File: src/rtl/pfail_pkg.sv
package pfail_pkg;

    typedef enum logic [2:0] {
        PF_IDLE  = 3'd0,
        PF_GRACE = 3'd1,
        PF_ERASE = 3'd2,
        PF_PROG  = 3'd3,
        PF_CLEAR = 3'd4,
        PF_XFER  = 3'd5
    } pf_state_e;

    typedef struct packed {
        logic erase;
        logic prog;
        logic clear;
        logic xfer;
    } pf_phase_t;

    function automatic pf_phase_t phase_of(pf_state_e s);
        pf_phase_t p;
        p.erase = (s == PF_ERASE);
        p.prog  = (s == PF_PROG);
        p.clear = (s == PF_CLEAR);
        p.xfer  = (s == PF_XFER);
        return p;
    endfunction

    function automatic logic is_store(pf_state_e s);
        return (s == PF_GRACE) || (s == PF_ERASE) || (s == PF_PROG);
    endfunction

    function automatic logic is_recall(pf_state_e s);
        return (s == PF_CLEAR) || (s == PF_XFER);
    endfunction

    function automatic int max_of(int a, int b);
        return (a > b) ? a : b;
    endfunction

endpackage

File: src/rtl/pfail_dirty.sv
module pfail_dirty (
    input  logic clk,
    input  logic rst,
    input  logic wr_acc,
    input  logic clr,
    output logic dirty
);

    // An accepted write in the same cycle as a completion counts after it.
    always_ff @(posedge clk) begin
        if (rst)
            dirty <= 1'b0;
        else if (wr_acc)
            dirty <= 1'b1;
        else if (clr)
            dirty <= 1'b0;
    end

    a_r8_set_by_write: assert property (@(posedge clk) disable iff (rst)
        $rose(dirty) |-> $past(wr_acc));

    a_r8_clear_on_done: assert property (@(posedge clk) disable iff (rst)
        $fell(dirty) |-> $past(clr));

endmodule

File: src/rtl/pfail_recall_latch.sv
module pfail_recall_latch (
    input  logic clk,
    input  logic rst,
    input  logic vlow_rst,
    input  logic recall_start,
    output logic pend
);

    // Deep-dip capture wins over consumption in the same cycle.
    always_ff @(posedge clk) begin
        if (rst)
            pend <= 1'b1;
        else if (vlow_rst)
            pend <= 1'b1;
        else if (recall_start)
            pend <= 1'b0;
    end

    a_r3_held_low_supply: assert property (@(posedge clk) disable iff (rst)
        $past(vlow_rst) |-> pend);

endmodule

File: src/rtl/pfail_seq.sv
module pfail_seq
    import pfail_pkg::*;
#(
    parameter int DELAY_CYC = 3,
    parameter int ERASE_CYC = 4,
    parameter int PROG_CYC  = 5,
    parameter int CLEAR_CYC = 2,
    parameter int XFER_CYC  = 3
) (
    input  logic      clk,
    input  logic      rst,
    input  logic      vlow_sw,
    input  logic      sw_busy,
    input  logic      dirty,
    input  logic      recall_pend,
    output pf_state_e state,
    output logic      op_done,
    output logic      recall_start
);

    localparam int MAX_LEN = max_of(max_of(max_of(DELAY_CYC, ERASE_CYC),
                                           max_of(PROG_CYC, CLEAR_CYC)), XFER_CYC);
    localparam int CNT_W   = (MAX_LEN > 1) ? $clog2(MAX_LEN) : 1;

    logic [CNT_W-1:0] cnt;
    logic [CNT_W-1:0] cnt_load;
    pf_state_e        nxt;

    function automatic logic [CNT_W-1:0] len_m1(pf_state_e s);
        int n;
        case (s)
            PF_GRACE: n = DELAY_CYC;
            PF_ERASE: n = ERASE_CYC;
            PF_PROG:  n = PROG_CYC;
            PF_CLEAR: n = CLEAR_CYC;
            PF_XFER:  n = XFER_CYC;
            default:  n = 1;
        endcase
        return CNT_W'(n - 1);
    endfunction

    always_comb begin
        nxt          = state;
        op_done      = 1'b0;
        recall_start = 1'b0;
        case (state)
            PF_IDLE: begin
                if (!sw_busy) begin
                    if (recall_pend && !vlow_sw) begin
                        nxt          = PF_CLEAR;
                        recall_start = 1'b1;
                    end else if (vlow_sw && dirty) begin
                        nxt = PF_GRACE;
                    end
                end
            end
            PF_GRACE: if (cnt == '0) nxt = PF_ERASE;
            PF_ERASE: if (cnt == '0) nxt = PF_PROG;
            PF_PROG: begin
                if (cnt == '0) begin
                    nxt     = PF_IDLE;
                    op_done = 1'b1;
                end
            end
            PF_CLEAR: if (cnt == '0) nxt = PF_XFER;
            PF_XFER: begin
                if (cnt == '0) begin
                    nxt     = PF_IDLE;
                    op_done = 1'b1;
                end
            end
            default: nxt = PF_IDLE;
        endcase
        cnt_load = len_m1(nxt);
    end

    always_ff @(posedge clk) begin
        if (rst) begin
            state <= PF_IDLE;
            cnt   <= '0;
        end else begin
            state <= nxt;
            if (nxt != state)
                cnt <= cnt_load;
            else if (cnt != '0)
                cnt <= cnt - 1'b1;
        end
    end

    a_r9_hold_for_software: assert property (@(posedge clk) disable iff (rst)
        (state == PF_IDLE && sw_busy) |=> state == PF_IDLE);

    a_r4_recall_needs_latch: assert property (@(posedge clk) disable iff (rst)
        (state == PF_CLEAR && $past(state) == PF_IDLE) |-> $past(recall_pend));

    a_r7_erase_after_grace: assert property (@(posedge clk) disable iff (rst)
        (state == PF_ERASE && $past(state) != PF_ERASE) |-> $past(state) == PF_GRACE);

    a_r1_store_needs_dirty: assert property (@(posedge clk) disable iff (rst)
        (state == PF_GRACE && $past(state) == PF_IDLE) |-> $past(dirty && vlow_sw));

endmodule

File: src/rtl/pfail_nv_ctrl.sv
module pfail_nv_ctrl
    import pfail_pkg::*;
#(
    parameter int DELAY_CYC = 3,
    parameter int ERASE_CYC = 4,
    parameter int PROG_CYC  = 5,
    parameter int CLEAR_CYC = 2,
    parameter int XFER_CYC  = 3
) (
    input  logic clk,
    input  logic rst,
    input  logic vlow_sw,
    input  logic vlow_rst,
    input  logic wr_strobe,
    input  logic sw_busy,
    input  logic sw_done,
    output logic wr_inhibit,
    output logic busy,
    output logic auto_store_req,
    output logic recall_req,
    output logic ph_erase,
    output logic ph_prog,
    output logic ph_clear,
    output logic ph_xfer
);

    pf_state_e state;
    pf_phase_t phase;
    logic      dirty;
    logic      recall_pend;
    logic      op_done;
    logic      recall_start;
    logic      wr_acc;

    assign busy           = (state != PF_IDLE);
    assign wr_inhibit     = vlow_sw | busy;
    assign wr_acc         = wr_strobe & ~wr_inhibit;
    assign auto_store_req = is_store(state);
    assign recall_req     = is_recall(state);
    assign phase          = phase_of(state);
    assign ph_erase       = phase.erase;
    assign ph_prog        = phase.prog;
    assign ph_clear       = phase.clear;
    assign ph_xfer        = phase.xfer;

    pfail_dirty u_dirty (
        .clk    (clk),
        .rst    (rst),
        .wr_acc (wr_acc),
        .clr    (op_done | sw_done),
        .dirty  (dirty)
    );

    pfail_recall_latch u_latch (
        .clk          (clk),
        .rst          (rst),
        .vlow_rst     (vlow_rst),
        .recall_start (recall_start),
        .pend         (recall_pend)
    );

    pfail_seq #(
        .DELAY_CYC (DELAY_CYC),
        .ERASE_CYC (ERASE_CYC),
        .PROG_CYC  (PROG_CYC),
        .CLEAR_CYC (CLEAR_CYC),
        .XFER_CYC  (XFER_CYC)
    ) u_seq (
        .clk          (clk),
        .rst          (rst),
        .vlow_sw      (vlow_sw),
        .sw_busy      (sw_busy),
        .dirty        (dirty),
        .recall_pend  (recall_pend),
        .state        (state),
        .op_done      (op_done),
        .recall_start (recall_start)
    );

    a_r2_inhibit_when_low: assert property (@(posedge clk) disable iff (rst)
        vlow_sw |-> wr_inhibit);

    a_r5_single_phase: assert property (@(posedge clk) disable iff (rst)
        $onehot0({ph_erase, ph_prog, ph_clear, ph_xfer}));

    a_r5_erase_then_prog: assert property (@(posedge clk) disable iff (rst)
        $fell(ph_erase) |-> ph_prog);

    a_r6_clear_then_xfer: assert property (@(posedge clk) disable iff (rst)
        $fell(ph_clear) |-> ph_xfer);

    a_r6_recall_busy: assert property (@(posedge clk) disable iff (rst)
        recall_req |-> (busy && wr_inhibit));

endmodule

File: config.mk
export PLATFORM = sky130hd
export DESIGN_NAME = pfail_nv_ctrl
export DESIGN_NICKNAME = d
export VERILOG_FILES = /design/src/rtl/pfail_pkg.sv /design/src/rtl/pfail_dirty.sv /design/src/rtl/pfail_recall_latch.sv /design/src/rtl/pfail_seq.sv /design/src/rtl/pfail_nv_ctrl.sv
export SDC_FILE = /design/constraint.sdc
export NUM_CORES = 1
export LEC_CHECK = 0
export ABC_AREA = 0
export BUFFER_PORTS_ARGS = -buffer_cell sky130_fd_sc_hd__clkbuf_2
export CORE_UTILIZATION = 40
export CTS_BUF_LIST = sky130_fd_sc_hd__clkbuf_8
export CTS_CLUSTER_SIZE = 8
export DETAILED_ROUTE_END_ITERATION = 8
export PLACE_DENSITY_LB_ADDON = 0.2
export SYNTH_ARGS = -nofsm -noshare
export SYNTH_HDL_FRONTEND = slang
export SYNTH_SLANG_ARGS = --single-unit
File: constraint.sdc
create_clock -name clk -period 3.2 [get_ports clk]
set_clock_uncertainty 0.1 [all_clocks]
set_input_delay 0.64 -clock clk [delete_from_list [all_inputs] [get_ports clk]]
set_output_delay 0.64 -clock clk [all_outputs]
set_load 0.005 [all_outputs]
==> impl_metrics.ini, run 1 <==
[logic_synthesis]
synth_edf_count = 0
syn_area_um2 = 539
async_reset_ff_share_pct = 0
ys_top_cells_by_area = dfxtp_1, nor2_1, o21ai_0, buf_6, nand2_1
synth_ff_type = dfxtp_1
yosysTopAreaCell = dfxtp_1
yosysSeqAreaShare_pct = 29.7
synth_most_common_cell = nor2_1
syn_avg_cell_area_um2 = 7.82
synth_top_area_share_pct = 29.7
synthTopCellsByCount = nor2_1, dfxtp_1, nand2_1, o21ai_0, inv_1
ys_types = 32
postSynthNetCount = 77
synth_cells = 69
ys_seq_elements = 8
ys_warn_count = 0

[route]
route.detailed.drc = 0
num_vias = 522
drt-initial-drc-count = 3
drt_pass1_iterations = 4
wire_per_inst_um = 11.7
routed_wl_mm = 1.14
postRouteAntennaNets = 0
viasPerCell = 5.38

[sta]
fmax_ghz = 0.401
drv_slew = 0
rsz0062_at_grt = false
setup_viol = 0
hold_violations = 0
period_minus_slack_ns = 2.49
fin_crit_sh_pct = 77.9
worst_slew_pin_slew_ns = 0.471
tns_ns = 0
slew-limit-headroom_pct = 68.3

[setup_path]
required_ns = 3.27
start_kind = flip-flop
criticalPathCategory = flip-flop to flip-flop
cp.arrival_ns = 2.56
critPathMaxFanout = 12
crit_path_end_kind = flip-flop

[global_route]
grt_overflow_total = 0
grt_pass1_wl_mm = 2.01
grt_max_degree = 13
grt_pass1_vias = 499
antenna_found_initial = 0
grt.total_usage_pct = 20.3

[clock_tree]
cts_tree = built
cts-buffers-inserted = 3
hold_buffers = 0
clock-sinks = 8
cts_root_buffer = clkbuf_8
h-tree-depth = 1
clock_insertion_delay_worst_skew_ns = 0.23
max-clock-path-buffers = 2
post_cts_resized = 0
clkTransAtPathRegs_ns = 0.04
cts_setup_buffers = 0

[place]
port_buffers = 14
hpwl_um = 872
placed_cell_area_um2 = 599
placed_cells = 94
gp_congestion = 0.740

[floorplan]
io_pins = 15
initial_core_util_pct = 46.0
die_area_um2 = 1500
die_height_um = 38.7
core-area_um2 = 1170
rows = 12
die-width_um = 38.7

[finish]
layout-drive-gt1-share_pct = 26.5
design_area_um2 = 641
nets = 93
fillers = 122
fin_cells = 97
post-route-util_pct = 54.7
area_delta_synth_final_pct = 18.8
diodes = 0

[pwr]
p_per_area_nw_per_um2 = 981
p_leak_nw = 0.298
vdd_drop_max_mv = 0.475
finalPower_uw = 629

[run]
cap_violations = 0

[min_path]
min_path_type = flip-flop to flip-flop

[run_status]
outcome = completed
worst max-delay path, stage by stage (launching register included):
cell and delay, ns:
dfxtp_1 0.58, nand2b_1 0.20, inv_1 0.07, o21ai_0 0.38, and2_4 0.24, nor3_1 0.04
ha_1 0.21, or4_1 0.53, nand2_1 0.08
cell families after synthesis:
| kind of cell | synth area share (%) |
|---|---|
| and+or+nand+nor | 34.1 |
| AOI/OAI and AO/OA | 20.2 |
| buffers and inverters | 8.58 |
| DFF | 29.7 |
| xor gates and xnor gates | 3.25 |
| muxes | 1.86 |
| adders and majority gates | 2.32 |
cells in the final DEF, fill, tap and decap left out, types with 2 or more instances in the layout:
cell	instances
clkbuf_2	14
a21oi_1	3
nor2_1	9
dfxtp_1	8
clkbuf_8	3
o211ai_1	2
inv_1	5
and3_1	2
nand2_1	6
nor3_1	3
o21ai_0	6
a22oi_1	2
per-layer routing:
metal	part of all wire, %	GRT usage (%)	vias up
li1	-	-	275
met1	48	23.7	233
met2	46	33.8	11
met3	4.2	5.20	3
met4	1.8	10.3	0
met5	0	0	-
final cells by class:
cell class	instances	area, um^2	area share (%)
well taps	14	17.5	2.73
inverters	5	18.8	2.93
repair buffers	14	70.1	10.9
flip-flops and latches	8	160	25.0
multi-input cells	53	333	52.0
clock buffers	3	41.3	6.45
sequential cells by signal (all words and copies together) (netlist names):
register       cells
u_dirty.dirty      1
u_seq.cnt          3
u_seq.state        3
u_latch.pend       1
path summary, 6_finish.rpt:
kind | slack (ns) | startpoint | to | cells after the start
setup / recovery | 0.71 | u_seq.state[1]$_SDFF_PP0_ | u_seq.cnt[2]$_SDFFE_PP0P_ | 8
hold / removal | 0.39 | u_latch.pend$_SDFFE_PP1P_ | u_latch.pend$_SDFFE_PP1P_ | 2
setup reg to reg | 0.71 | u_seq.state[1]$_SDFF_PP0_ | u_seq.cnt[2]$_SDFFE_PP0P_ | 8
hold reg to reg | 0.39 | u_latch.pend$_SDFFE_PP1P_ | u_latch.pend$_SDFFE_PP1P_ | 2
stage by stage:
step	worst slack (ns)	hold WS, ns
after CTS	0.689	0.394
final	0.707	0.392
after detailed placement	0.530	0.382
after global routing	0.563	0.449
after global placement	0.583	0.381
after floorplan	0.803	0.347
report_power, final:
group	total [mW]	switching [mW]	internal [mW]
sequential	0.175	0.0447	0.131
combinational	0.329	0.179	0.150
clock	0.124	0.0420	0.0817
total	0.629	0.266	0.362
(Power assumes the default switching activity.)
==> run 2, diff against run 1 <==
Clock period 3.2 ns to 2.5 ns, I/O delays scaled along.
==> run 2 against run 1 <==
Combinational power up 50%; clock power up 27%; wire length up 6.8%; register-to-register slack worse by 0.56 ns; clock-buffer cell count unchanged; final cell count up 5.2%; sequential power up 31%; via count up 9.4%.
==> impl_metrics.ini, run 2 (synthesis results as in run 1) <==
[floorplan]
rows = 12
io_pins = 15
core-area_um2 = 1170
die_area_um2 = 1500
die-width_um = 38.7
die_height_um = 38.7
initial_core_util_pct = 46.0

[sta]
finalHoldWorstSlack_ns = 0.351
fin_crit_sh_pct = 94.2
setup_viol = 0
worst_slew_pin_slew_ns = 0.342
tns_ns = 0
drv_slew = 0
slew-limit-headroom_pct = 77.2
hold_violations = 0
period_minus_slack_ns = 2.35
fmax_ghz = 0.425

[global_route]
grt.total_usage_pct = 20.3
grt_pass1_wl_mm = 2.06
grt_max_degree = 12
use_met2_pct = 34.2
grt.busiest_layer = met2
antenna_found_initial = 0
met1_usage_pct = 23.3
grt_pass1_vias = 518
use_met3_pct = 8.67
grt_overflow_total = 0

[run_status]
outcome = completed

[route]
num_vias = 571
wire_per_inst_um = 11.9
drt-initial-drc-count = 14
viasPerCell = 5.60
drt_pass1_iterations = 4
postRouteAntennaNets = 0
route.detailed.drc = 0
routed_wl_mm = 1.21

[clock_tree]
clock_insertion_delay_worst_skew_ns = 0.23
cts_root_buffer = clkbuf_8
cts-buffers-inserted = 3
cts_tree = built
clkTransAtPathRegs_ns = 0.04
h-tree-depth = 1
max-clock-path-buffers = 2
clock-sinks = 8

[finish]
area_delta_synth_final_pct = 28.1
reg_top3 = u_seq.cnt: 3 flops, u_seq.state: 3 flops
fillers = 102
final_cell_mix = clkbuf_2, nor2_1, dfxtp_1, nand2_1
layout-drive-gt1-share_pct = 34.1
fin_cells = 102
nets = 98
design_area_um2 = 691
diodes = 0
final_common_cell = clkbuf_2

[min_path]
min_path_type = primary input to flip-flop

[setup_path]
required_ns = 2.57
cp.arrival_ns = 2.43
critPathMaxFanout = 3
criticalPathCategory = flip-flop to flip-flop
start_kind = flip-flop
crit_path_end_kind = flip-flop

[run]
cap_violations = 0

[place]
placed_cell_area_um2 = 622
hpwl_um = 885
placed_cells = 97
gp_congestion = 0.780
port_buffers = 14

[pwr]
p_leak_nw = 0.326
p_per_area_nw_per_um2 = 1280
finalPower_uw = 881
vdd_drop_max_mv = 0.697
run 2: metrics by stage:
| stage | utilization [%] | worst slack (ns) |
|---|---|---|
| floorplan | - | 0.243 |
| global placement | 53.1 | 0.0480 |
| detailed placement | 53.1 | 0.0374 |
| CTS | 56.6 | 0.0707 |
| global route | 59.0 | -0.0244 |
| finish | 59.0 | 0.146 |
run 2: power by group:
group | leakage [nW] | internal [mW] | switching, mW | total, mW
Combinational | 0.238 | 0.239 | 0.254 | 0.493
Clock | 0.0216 | 0.105 | 0.0533 | 0.158
Sequential | 0.0663 | 0.168 | 0.0620 | 0.230
Total | 0.326 | 0.512 | 0.369 | 0.881
run 2: final timing paths:
path / startpoint / endpoint / slack [ns] / cells past startpoint
setup / recovery: u_seq.cnt[2]$_SDFFE_PP0P_ / u_seq.cnt[2]$_SDFFE_PP0P_ / 0.15 / 8
hold / removal: vlow_rst / u_latch.pend$_SDFFE_PP1P_ / 0.35 / 3
setup reg to reg: u_seq.cnt[2]$_SDFFE_PP0P_ / u_seq.cnt[2]$_SDFFE_PP0P_ / 0.15 / 8
hold reg to reg: u_latch.pend$_SDFFE_PP1P_ / u_latch.pend$_SDFFE_PP1P_ / 0.40 / 2
run 2: layout make-up:
cell class	instances	area [um^2]	area share, %
clock buffer	3	41.3	5.98
sequential	8	161	23.4
tap	14	17.5	2.54
timing repair buffer	19	108	15.6
inverter	5	18.8	2.72
multi-input combinational	53	344	49.8
run 2: layer usage:
metal  wire, um  share of wire [%]
met1        533                 44
met4         11               0.91
met3         57                4.7
met2        612                 50
met5          0                  0
run 2: worst max-delay path, cell delays in order, from the launching register on:
cell,delay (ns)
dfxtp_1,0.33
or3_1,0.42
a22oi_1,0.24
o221ai_2,0.16
nor2_1,0.16
nor3_1,0.07
ha_1,0.20
or4_1,0.51
nand2_1,0.09
run 2: timing repair:
action | CTS | global route
hold buffers | 0 | 0
resized for setup | 0 | 4
buffers inserted | 0 | 2
setup endpoints to repair | 0 | 1
==> run 3, diff against run 2 <==
Settings changed: CORE_UTILIZATION 40 to 33.
==> run 3 against run 2 <==
Design area fell by 0.36%; sequential share of layout area fell by 0.097 points; via count fell by 6.3%; first-iteration DRC count rose by 7.1%; maximum frequency rose by 0.24%; total power fell by 3.0%; die area rose by 20%; largest cell class unchanged; largest power group unchanged.
==> impl_metrics.ini, run 3 (synthesis results as in run 1) <==
[floorplan]
core-area_um2 = 1520
rows = 14
io_pins = 15
die-width_um = 42.4
die_area_um2 = 1800
die_height_um = 42.4
initial_core_util_pct = 35.4

[finish]
area_delta_synth_final_pct = 27.6
diodes = 0
nets = 99
final_common_cell = clkbuf_2
reg_top3 = u_seq.cnt: 3 flops, u_seq.state: 3 flops
fillers = 164
layout-drive-gt1-share_pct = 31.5
final_cell_mix = clkbuf_2, nor2_1, dfxtp_1, nand2_1, buf_4
fin_cells = 105

[sta]
setup_viol = 0
hold_violations = 0
period_minus_slack_ns = 2.35
fin_crit_sh_pct = 94.0
tns_ns = 0
finalHoldWorstSlack_ns = 0.351
slew-limit-headroom_pct = 65.6
fmax_ghz = 0.426
drv_slew = 0
worst_slew_pin_slew_ns = 0.512
setup_ws_ns = 0.151
rsz0062_at_grt = false

[setup_path]
r2r_setup_slack_ns = 0.15
crit_path_end_kind = flip-flop
cp.arrival_ns = 2.42
critical-path-slowest-cell = or4_1
slowest_delay_ns = 0.51
critPathMaxFanout = 3
rr_endpoint = u_seq.cnt[2]$_SDFFE_PP0P_
start_kind = flip-flop
required_ns = 2.57
r2r_start = u_seq.cnt[2]$_SDFFE_PP0P_
r2r_cells = 8
criticalPathCategory = flip-flop to flip-flop
path_cells = or3_1 > a22oi_1 > o221ai_1 > nor2_1 > nor3_1 > ha_1 > or4_1 > nand2_1

[route]
routed_wl_mm = 1.21
viasPerCell = 5.10
drt_pass1_iterations = 4
num_vias = 535
drt-initial-drc-count = 15
route.detailed.drc = 0
postRouteAntennaNets = 0
wire_per_inst_um = 11.6

[place]
place_ws_ns = 0.00892
port_buffers = 14
gp_congestion = 0.774
placed_cells = 101
hpwl_um = 957

[pwr]
p_per_area_nw_per_um2 = 1240
p_leak_nw = 0.328
finalPower_uw = 855
vdd_drop_max_mv = 0.610

[clock_tree]
h-tree-depth = 1
cts-buffers-inserted = 3
clkTransAtPathRegs_ns = 0.04
max-clock-path-buffers = 2
cts_tree = built
hold_buffers = 0
clock_insertion_delay_worst_skew_ns = 0.23
clock-sinks = 8
cts_root_buffer = clkbuf_8

[global_route]
antenna_found_initial = 0
grt.total_usage_pct = 16.2
grt_overflow_total = 0
grt_max_degree = 9
grt_pass1_vias = 501
grt_pass1_wl_mm = 2.13

[min_path]
min_path_type = primary input to flip-flop
whs_endpoint = u_latch.pend$_SDFFE_PP1P_
hold_depth = 3
hold_path.startpoint = vlow_rst

[run_status]
outcome = completed

[run]
cap_violations = 0
-- run 3: cell type report --
class	count	area (um^2)	share of cell area, %
tap	16	20.0	2.91
sequential	8	160	23.3
clock buffer	3	41.3	6.00
inverter	5	18.8	2.73
multi-input combinational	53	333	48.4
timing repair buffer	20	115	16.7
-- run 3: stage by stage --
| step | area (um^2) | utilization [%] |
|---|---|---|
| 3_5_place_dp | 639 | 42.0 |
| 6_report | 688 | 45.2 |
| 3_3_place_gp | 639 | 42.0 |
| 4_1_cts | 681 | 44.7 |
| 2_1_floorplan | 539 | - |
| 5_1_grt | 688 | 45.2 |
-- run 3: what timing repair did --
item                       CTS  global route
setup endpoints to repair    0             1
setup buffers                0             1
resized for setup            0             1
-- run 3: per-layer routing --
| metal | track usage [%] | wire length, um | vias up |
|---|---|---|---|
| li1 | - | - | 283 |
| met1 | 18.4 | 565 | 240 |
| met2 | 26.5 | 586 | 10 |
| met3 | 6.47 | 49 | 2 |
| met4 | 7.50 | 11 | 0 |
| met5 | 0 | 0 | - |
-- run 3: how the worst max path moves through the flow --
| stage | start | endpoint | slack [ns] |
|---|---|---|---|
| 2_1_floorplan | vlow_sw | u_seq.cnt[2]$_SDFFE_PP0P_ | 0.24 |
| 3_3_place_gp | vlow_sw | u_seq.cnt[2]$_SDFFE_PP0P_ | 0.03 |
| 3_5_place_dp | vlow_sw | u_seq.cnt[2]$_SDFFE_PP0P_ | 0.009 |
| 4_1_cts | u_seq.cnt[2]$_SDFFE_PP0P_ | u_seq.cnt[2]$_SDFFE_PP0P_ | 0.11 |
| 5_1_grt | u_seq.cnt[2]$_SDFFE_PP0P_ | u_seq.cnt[2]$_SDFFE_PP0P_ | 0.03 |
| 6_report | u_seq.cnt[2]$_SDFFE_PP0P_ | u_seq.cnt[2]$_SDFFE_PP0P_ | 0.15 |
-- run 3: where the power goes --
part / total [mW] / switching [mW] / internal [mW]
clock network: 0.159 / 0.0539 / 0.105
logic: 0.496 / 0.267 / 0.228
registers: 0.201 / 0.0338 / 0.167
total: 0.855 / 0.355 / 0.500
-- run 3: worst max-delay path, delay by kind of cell, from the launching register on --
| kind | cells | cell delay [ns] |
|---|---|---|
| simple gates | 5 | 1.27 |
| compound gates | 2 | 0.42 |
| flops | 1 | 0.31 |
| fa+ha+maj | 1 | 0.20 |
